### config.mk
export PLATFORM = sky130hd
export DESIGN_NAME = sd_irq_status_ctrl
export DESIGN_NICKNAME = d
export VERILOG_FILES = /design/src/rtl/sd_irq_pkg.sv /design/src/rtl/sd_irq_mask_reg.sv /design/src/rtl/sd_irq_status_array.sv /design/src/rtl/sd_irq_acmd_log.sv /design/src/rtl/sd_irq_status_ctrl.sv
export SDC_FILE = /design/constraint.sdc
export NUM_CORES = 1
export LEC_CHECK = 0
export BUFFER_PORTS_ARGS = -buffer_cell sky130_fd_sc_hd__buf_4
export CAP_MARGIN = 10
export CORE_UTILIZATION = 45
export CTS_CLUSTER_SIZE = 10
export DETAILED_ROUTE_END_ITERATION = 6
export GPL_ROUTABILITY_DRIVEN = 0
export PLACE_DENSITY_LB_ADDON = 0.08
export SYNTH_ARGS = -nofsm -noshare
export SYNTH_HDL_FRONTEND = slang
export SYNTH_SLANG_ARGS = --single-unit
### constraint.sdc
create_clock -name clk -period 1.6 [get_ports clk]
set_input_delay 0.16 -clock clk [delete_from_list [all_inputs] [get_ports clk]]
set_output_delay 0.16 -clock clk [all_outputs]
set_load 0.005 [all_outputs]
### src/rtl/sd_irq_pkg.sv
package sd_irq_pkg;

   localparam int unsigned MAP_W = 32;

   // status bits that are real latches
   localparam logic [MAP_W-1:0] LATCH_MASK = 32'h33FF_06FF;
   // error half of the status word
   localparam logic [MAP_W-1:0] ERR_MASK   = 32'h33FF_0000;
   // storage bits of the two enable registers
   localparam logic [MAP_W-1:0] EN_MASK    = 32'h33FF_07FF;
   // implemented auto-CMD12 error bits
   localparam logic [7:0]       ACMD_MASK  = 8'h9F;

   localparam int unsigned CARD_BIT = 8;
   localparam int unsigned SUM_BIT  = 15;
   localparam int unsigned ACMD_BIT = 24;
   localparam int unsigned ERR_LO   = 16;
   localparam int unsigned ERR_HI   = 29;

   localparam int unsigned A_STATUS = 0;
   localparam int unsigned A_STS_EN = 1;
   localparam int unsigned A_SIG_EN = 2;
   localparam int unsigned A_FORCE  = 3;
   localparam int unsigned A_ACMD   = 4;

endpackage

### src/rtl/sd_irq_mask_reg.sv
module sd_irq_mask_reg #(
   parameter int unsigned          W    = 32,
   parameter logic [W-1:0]         MASK = '1
) (
   input  logic         clk,
   input  logic         rst_n,
   input  logic         we,
   input  logic [W-1:0] wdata,
   output logic [W-1:0] q
);

   always_ff @(posedge clk or negedge rst_n) begin
      if (!rst_n)  q <= '0;
      else if (we) q <= wdata & MASK;
   end

   AST_EN_MASKED: assert property (@(posedge clk) disable iff (!rst_n)
      we |=> ((q & ~MASK) == '0));

endmodule

### src/rtl/sd_irq_status_array.sv
module sd_irq_status_array #(
   parameter int unsigned  W    = 32,
   parameter logic [W-1:0] MASK = '1
) (
   input  logic         clk,
   input  logic         rst_n,
   input  logic [W-1:0] set_vec,
   input  logic [W-1:0] clr_vec,
   output logic [W-1:0] q
);

   logic [W-1:0] nxt;

   always_comb nxt = (set_vec | (q & ~clr_vec)) & MASK;

   always_ff @(posedge clk or negedge rst_n) begin
      if (!rst_n) q <= '0;
      else        q <= nxt;
   end

   AST_NO_SPURIOUS_SET: assert property (@(posedge clk) disable iff (!rst_n)
      (set_vec == '0) |=> ((q & ~$past(q)) == '0));

   AST_W1C_CLEARS: assert property (@(posedge clk) disable iff (!rst_n)
      ((clr_vec & ~set_vec) != '0) |=> ((q & $past(clr_vec & ~set_vec)) == '0));

   AST_SET_WINS: assert property (@(posedge clk) disable iff (!rst_n)
      ((set_vec & MASK) != '0) |=> ((q & $past(set_vec & MASK)) == $past(set_vec & MASK)));

endmodule

### src/rtl/sd_irq_acmd_log.sv
module sd_irq_acmd_log #(
   parameter int unsigned  W    = 8,
   parameter logic [W-1:0] MASK = '1
) (
   input  logic         clk,
   input  logic         rst_n,
   input  logic [W-1:0] evt,
   input  logic         frc_we,
   input  logic [W-1:0] frc_data,
   input  logic         flush,
   output logic [W-1:0] q,
   output logic         evt_hit,
   output logic         frc_hit
);

   logic [W-1:0] evt_new;
   logic [W-1:0] frc_new;

   always_comb begin
      evt_new = evt & MASK;
      frc_new = frc_we ? (frc_data & MASK) : '0;
      evt_hit = |evt_new;
      frc_hit = |frc_new;
   end

   always_ff @(posedge clk or negedge rst_n) begin
      if (!rst_n) q <= '0;
      else        q <= (flush ? '0 : q) | evt_new | frc_new;
   end

   AST_ACMD_FLUSH: assert property (@(posedge clk) disable iff (!rst_n)
      (flush && !evt_hit && !frc_hit) |=> (q == '0));

   AST_ACMD_KEEP: assert property (@(posedge clk) disable iff (!rst_n)
      (!flush) |=> ((q & $past(q)) == $past(q)));

endmodule

### src/rtl/sd_irq_status_ctrl.sv
module sd_irq_status_ctrl #(
   parameter int unsigned REG_W    = 32,
   parameter int unsigned ADDR_W   = 3,
   parameter int unsigned ACMD_W   = 8,
   parameter bit          IRQ_PIPE = 1'b1
) (
   input  logic              clk,
   input  logic              rst_n,
   input  logic              wr_en,
   input  logic [ADDR_W-1:0] wr_addr,
   input  logic [REG_W-1:0]  wr_data,
   input  logic [ADDR_W-1:0] rd_addr,
   output logic [REG_W-1:0]  rd_data,
   input  logic [REG_W-1:0]  evt_set,
   input  logic              card_irq_lvl,
   input  logic [ACMD_W-1:0] acmd_evt,
   output logic              irq
);
   import sd_irq_pkg::*;

   localparam logic [REG_W-1:0]  L_LATCH = REG_W'(LATCH_MASK);
   localparam logic [REG_W-1:0]  L_ERR   = REG_W'(ERR_MASK);
   localparam logic [REG_W-1:0]  L_EN    = REG_W'(EN_MASK);
   localparam logic [ACMD_W-1:0] L_ACMD  = ACMD_W'(ACMD_MASK);

   if (REG_W < ERR_HI + 1) begin : g_chk_w
      $error("REG_W too narrow for the status layout");
   end
   if (ADDR_W < 3) begin : g_chk_a
      $error("ADDR_W must reach five registers");
   end
   if (ACMD_W < 8) begin : g_chk_c
      $error("ACMD_W must hold bit 7");
   end

   logic              we_sts, we_sen, we_sig, we_frc;
   logic [REG_W-1:0]  sen_q, sig_q, sts_q, view;
   logic [REG_W-1:0]  set_vec, clr_vec;
   logic [ACMD_W-1:0] acmd_q;
   logic              acmd_evt_hit, acmd_frc_hit, acmd_flush;
   logic              irq_now;

   always_comb begin
      we_sts = wr_en && (wr_addr == ADDR_W'(A_STATUS));
      we_sen = wr_en && (wr_addr == ADDR_W'(A_STS_EN));
      we_sig = wr_en && (wr_addr == ADDR_W'(A_SIG_EN));
      we_frc = wr_en && (wr_addr == ADDR_W'(A_FORCE));
   end

   sd_irq_mask_reg #(.W(REG_W), .MASK(L_EN)) u_sts_en (
      .clk(clk), .rst_n(rst_n), .we(we_sen), .wdata(wr_data), .q(sen_q));

   sd_irq_mask_reg #(.W(REG_W), .MASK(L_EN)) u_sig_en (
      .clk(clk), .rst_n(rst_n), .we(we_sig), .wdata(wr_data), .q(sig_q));

   always_comb acmd_flush = we_sts && wr_data[ACMD_BIT];

   sd_irq_acmd_log #(.W(ACMD_W), .MASK(L_ACMD)) u_acmd (
      .clk(clk), .rst_n(rst_n), .evt(acmd_evt), .frc_we(we_frc),
      .frc_data(wr_data[ACMD_W-1:0]), .flush(acmd_flush), .q(acmd_q),
      .evt_hit(acmd_evt_hit), .frc_hit(acmd_frc_hit));

   always_comb begin
      set_vec = (evt_set & sen_q & L_LATCH) | (we_frc ? (wr_data & L_ERR) : '0);
      if ((acmd_evt_hit && sen_q[ACMD_BIT]) || acmd_frc_hit)
         set_vec[ACMD_BIT] = 1'b1;
      clr_vec = we_sts ? (wr_data & L_LATCH) : '0;
   end

   sd_irq_status_array #(.W(REG_W), .MASK(L_LATCH)) u_status (
      .clk(clk), .rst_n(rst_n), .set_vec(set_vec), .clr_vec(clr_vec), .q(sts_q));

   always_comb begin
      view           = sts_q;
      view[CARD_BIT] = card_irq_lvl & sen_q[CARD_BIT];
      view[SUM_BIT]  = |(sts_q & L_ERR);
   end

   always_comb begin
      rd_data = '0;
      if (rd_addr == ADDR_W'(A_STATUS))      rd_data = view;
      else if (rd_addr == ADDR_W'(A_STS_EN)) rd_data = sen_q;
      else if (rd_addr == ADDR_W'(A_SIG_EN)) rd_data = sig_q;
      else if (rd_addr == ADDR_W'(A_ACMD))   rd_data = REG_W'(acmd_q);
   end

   always_comb irq_now = |(view & sig_q);

   if (IRQ_PIPE) begin : g_irq_reg
      always_ff @(posedge clk or negedge rst_n) begin
         if (!rst_n) irq <= 1'b0;
         else        irq <= irq_now;
      end

      AST_IRQ_RISE: assert property (@(posedge clk) disable iff (!rst_n)
         irq_now |=> irq);
      AST_IRQ_FALL: assert property (@(posedge clk) disable iff (!rst_n)
         !irq_now |=> !irq);
   end else begin : g_irq_comb
      always_comb irq = irq_now;
   end

   AST_ACMD_FLAG: assert property (@(posedge clk) disable iff (!rst_n)
      acmd_frc_hit |=> sts_q[ACMD_BIT]);

   AST_FORCE_SETS: assert property (@(posedge clk) disable iff (!rst_n)
      we_frc |=> ((sts_q & $past(wr_data & L_ERR)) == $past(wr_data & L_ERR)));

   AST_CARD_NO_LATCH: assert property (@(posedge clk) disable iff (!rst_n)
      !sen_q[CARD_BIT] |-> !view[CARD_BIT]);

endmodule

### After elaboration in Yosys (flattened, before gate mapping)

Cells that the tools add are included.

* flip-flop bits (word level): 77
* output and inout bits: 33
* input port bits: 82

* bitwise logic cells: 9
* mux-type cells: 9
* eq/ne operators: 6
* reductions and logical operators: 13

Operators with widths (number)
* $and A30 B30 Y30: 3
* $mux W30: 3
* $mux W32: 2
* $or A30 B30 Y30: 2
* $reduce_or A32 Y1: 1
* $not A30 Y30: 1
* $mux W8: 3
* $or A8 B8 Y8: 2
* $reduce_or A12 Y1: 1
* $eq A3 B2 Y1 const B: 3
* $reduce_or A8 Y1: 1
* $eq A3 B1 Y1 const B: 2
* $logic_and A1 B1 Y1: 6
* $logic_not A3 Y1: 2
* $reduce_or A6 Y1: 1
* $eq A3 B3 Y1 const B: 1
* $and A1 B1 Y1: 1
* $logic_or A1 B1 Y1: 1
* $mux W1: 1

### Depth between registers and ports, before layout

* depth in word-level cells: 7
* mapped depth: 6
* depth with buffers taken out: 4

### By module

From an unflattened synthesis, not the netlist that was laid out.

* cell total of the unflattened synthesis: 450
* area, all modules: 4459.3 um^2

Modules (own cells, without submodules)
* sd_irq_mask_reg: seq. area each 575.6 um^2, instances 2, area an instance 928.4 um^2, cells each 58
* sd_irq_status_ctrl: seq. area each 25.0 um^2, instances 1, area an instance 1461.4 um^2, cells each 236
* sd_irq_status_array: seq. area each 550.5 um^2, instances 1, area an instance 877.1 um^2, cells each 77
* sd_irq_acmd_log: seq. area each 150.1 um^2, instances 1, area an instance 264.0 um^2, cells each 21

### Least setup slack after synthesis

OpenSTA, ideal clock, no wires.

* path kind: input -> register
* start point: input port wr_en
* end point: register u_sig_en.q[18]
* stages on the path: 5
* data arrival time: 1.081 ns
* data required time: 1.475 ns
* buffers on the path: 2
* setup slack: 0.394 ns
* cells stage by stage: nor2b_1 and3b_1 buf_2 buf_6 mux2_2

* longest elaborated chain between the ends: 1

Ends and longest elaborated chain
* start: declaration: RTL line sd_irq_status_ctrl.sv:9 `input logic wr_en,`
* $logic_and A1 B1 Y1: RTL line sd_irq_status_ctrl.sv:46 `we_sig = wr_en && (wr_addr == ADDR_W'(A_SIG_EN));`
* end signal: assignment: RTL line sd_irq_mask_reg.sv:14 `else if (we) q <= wdata & MASK;`
* end: declaration: RTL line sd_irq_mask_reg.sv:9 `output logic [W-1:0] q`

Every way passes these cells.
A chain may end at the register's enable or synchronous reset.

### Worst setup path after layout

* start point: register u_status.q[25]
* end point: output port rd_data[15]

* longest elaborated chain between the ends: 2

Ends and longest elaborated chain
* start: declaration: RTL line sd_irq_status_array.sv:9 `output logic [W-1:0] q`
* start signal: assignment: RTL line sd_irq_status_array.sv:18 `else q <= nxt;`
* $reduce_or A12 Y1: RTL line sd_irq_status_ctrl.sv:76 `view[SUM_BIT] = |(sts_q & L_ERR);`
* $mux W32: RTL line sd_irq_status_ctrl.sv:81 `if (rd_addr == ADDR_W'(A_STATUS)) rd_data = view;`
* end: declaration: RTL line sd_irq_status_ctrl.sv:13 `output logic [REG_W-1:0] rd_data,`

Every way passes these cells.

==> flow_metrics.tcl <==
set metrics [dict create \
    portBuffers 85 \
    setup-tns-final_ns -0.00886 \
    diodes 0 \
    chipHeight_um 93.9 \
    clock-sinks 75 \
    route.detailed.wl_per_inst_um 18.5 \
    p_per_area_mw_per_mm2 1020 \
    failed_checks "negative setup slack" \
    grt_first_pass_wirelength_um 16000 \
    rows 33 \
    place_inst 525 \
    number_of_global_route_vias_before_repair 2954 \
    status "finished with violations" \
    drt-pass1-iter-count 5 \
    timing_worst_slew_pin_value_ns 0.505 \
    tot_pwr_mw 4.91 \
    design.core.area_mm2 0.00818 \
    synth.area.top_cells "dfrtp_1 (49%), mux2_2 (12%), mux2i_1 (5.8%)" \
    grt_remaining_overflow 0 \
    die_width_um 93.9 \
    hold_viol_final 0 \
    vias 3113 \
    post_synth_instance_area_mm2 0.00380 \
    setup_viol_count_final 1 \
    critPathRequiredTime_ns 1.44 \
    clock.fmax_mhz 622 \
    critPathArrivalTime_ns 1.45 \
    clock_insertion_delay_worst_skew_ns 0.34 \
    clk_path_buf_depth 2 \
    ant_nets 0 \
    vdd_drop_max_mv 0.502 \
    skew_ns 0.0107 \
    cpLargestDelayFamily "simple AND/OR/NAND/NOR gates" \
    crit_path_end_kind "output pin" \
    tritoncts "built" \
    worstPathBufferInverterCount 1 \
    relative_slew_margins_pct 66.3 \
    path_cells "nor4_2, and3_1, nor4_2, buf_4" \
    timing.final.max_slew_violations 0 \
    timing.critical_path.from_type "register" \
    grt_util_all_layers_pct 24.4 \
    cts_made_buffers 9 \
    cpMostUsedCell "nor4_2" \
    floorplan.die_area_mm2 0.00881 \
    synth-async-reset-ratio_pct 100 \
    flow.area_growth_from_synthesis_pct 26.9 \
    rsz0062_at_grt "true" \
    crit_fanout 4 \
    critical-path-max-stage-delay_ns 0.45 \
    initial_utilization_pct 46.4 \
    number_of_levels_the_h_tree_was_split_into 3 \
    ff2ff_setup_slack_ns 0.12 \
    hpwlAfterDp_um 6650 \
    worst-setup-path-type "reg2out" \
    ioPinCount 115 \
    layout_min_cycle_time_ns 1.61 \
    critical-path-slowest-cell "dfrtp_2" \
    clock_tree.root_cell "clkbuf_8" \
    layout-drive-gt1-share_pct 37.3 \
    max_cap_violations 0 \
    post-route-worst-setup-slack_ns -0.00886 \
    syn_inst 345 \
    largest_net_degree_at_the_start_of_global_routing 34 \
    worst_hold_path_type "in2reg" \
    drt_iter0_drc 244 \
    grt_antenna_before_repair 0 \
    nNetsFinal 519 \
    timing.final.crit_share_pct 101 \
    whs_ns 0.0291 \
    finalNonFillerCells 547 \
    routed_wirelength_um 10100 \
    post_synth_edffs 0 \
    synth_ff_type "dfrtp_1" \
    netlist.top_cell.by_area "dfrtp_1" \
    synth.yosys.seq_area_share_pct 49.4 \
    cts.clk_slew.worst_paths_ns 0.08 \
    synth-warning-count 0 \
    syn_area_per_cell_um2 11.0 \
    static-leakage-power_nw 2.15 \
    viasPerCell 5.69 \
    synth_cell_types 31 \
    remaining_drc_errors 0 \
    post-synth-top-area-fraction_pct 49.4 \
    fillers 733 \
    synth.ff_latch_count 75 \
]
[cells by family (layout without fill, tap and decap cells)]
family | count (synthesis) | after routing | synth area share, %
buffers and inverters | 40 | 130 | 6.16
and+or+nand+nor | 91 | 91 | 10.7
DFF | 75 | 75 | 49.4
muxes | 68 | 68 | 19.4
other | 1 | 8 | 0.0988
AOI/OAI and AO/OA | 70 | 70 | 14.1
[cell usage after synthesis, types with 6 or more instances]
library cell and count:
nand2_1 39, o22a_1 7, inv_1 11, a22o_1 11, buf_4 11, a21oi_1 16
mux2_2 39, nor2_1 33, mux2_1 7, mux2i_1 22, o21ai_0 7, a22oi_1 9
buf_2 10, dfrtp_1 75, a221o_1 6, a222oi_1 11
[cells in the final DEF (no fill, tap or decap), drive strengths merged, types with 3 or more instances in the layout]
master,n
buf,102
a222oi,11
inv,11
nand2,39
nor2,34
a22oi,9
o22a,7
mux2,46
a221o,6
clkbuf,12
dfrtp,75
mux2i,22
o21ai,7
conb,8
a21oi,16
nor2b,3
a22o,11
nor4,4
[flip-flops by register name (all words and copies together), names as in the netlist]
register / flops
irq: 1
u_status.q: 22
u_acmd.q: 6
u_sts_en.q: 23
u_sig_en.q: 23
[per-layer routing]
layer / global-route usage, % / vias up / wire, um
met3: 3.72 / 10 / 623
met4: 7.82 / 0 / 120
met5: 0 / - / 0
met1: 33.2 / 1562 / 4560
met2: 39.9 / 115 / 4830
li1: - / 1426 / -
[through the flow]
step	util (%)	instance area (um2)	setup slack, ns
after detailed placement	55.7	4550	0.135
after floorplan	-	3820	0.394
after global placement	55.7	4550	0.138
after CTS	58.5	4780	-0.00502
after global routing	59.0	4820	-0.0816
final	59.0	4820	-0.00886
[repair_timing]
item / in CTS / in global routing
endpoints found under the hold margin: 26 / 0
buffers inserted: 3 / 2
hold buffers: 1 / 0
gates resized for setup: 3 / 6
setup endpoints to repair: 1 / 6
gates cloned: 0 / 0
pin swaps: 0 / 4
[final timing paths]
check / startpoint / to / cells after the start
worst max-delay path: u_status.q[25] / rd_data[15] / 4
worst min-delay path: acmd_evt[7] / u_acmd.q[7] / 2
worst max register to register: u_status.q[18] / irq / 6
worst min register to register: u_acmd.q[4] / u_acmd.q[4] / 1
max in group asynchronous: rst_n / u_status.q[18] / 3
min in group asynchronous: rst_n / u_status.q[3] / 2
[power by group]
group	switching (mW)	leakage [nW]	internal, mW
combinational	0.445	1.24	0.609
sequential	0.280	0.819	2.22
clock	0.707	0.0884	0.644
total	1.43	2.15	3.47
[layout make-up]
cell class | count | area (um2) | area share, %
flip-flops and latches | 75 | 1880 | 39.0
multi-input cells | 237 | 1740 | 36.1
repair buffers | 103 | 846 | 17.5
clock buffers | 12 | 155 | 3.22
well taps | 105 | 131 | 2.73
inverters | 11 | 41.3 | 0.857
clock inverters | 4 | 25.0 | 0.519
Note: power is estimated with default switching activity, not from simulation.
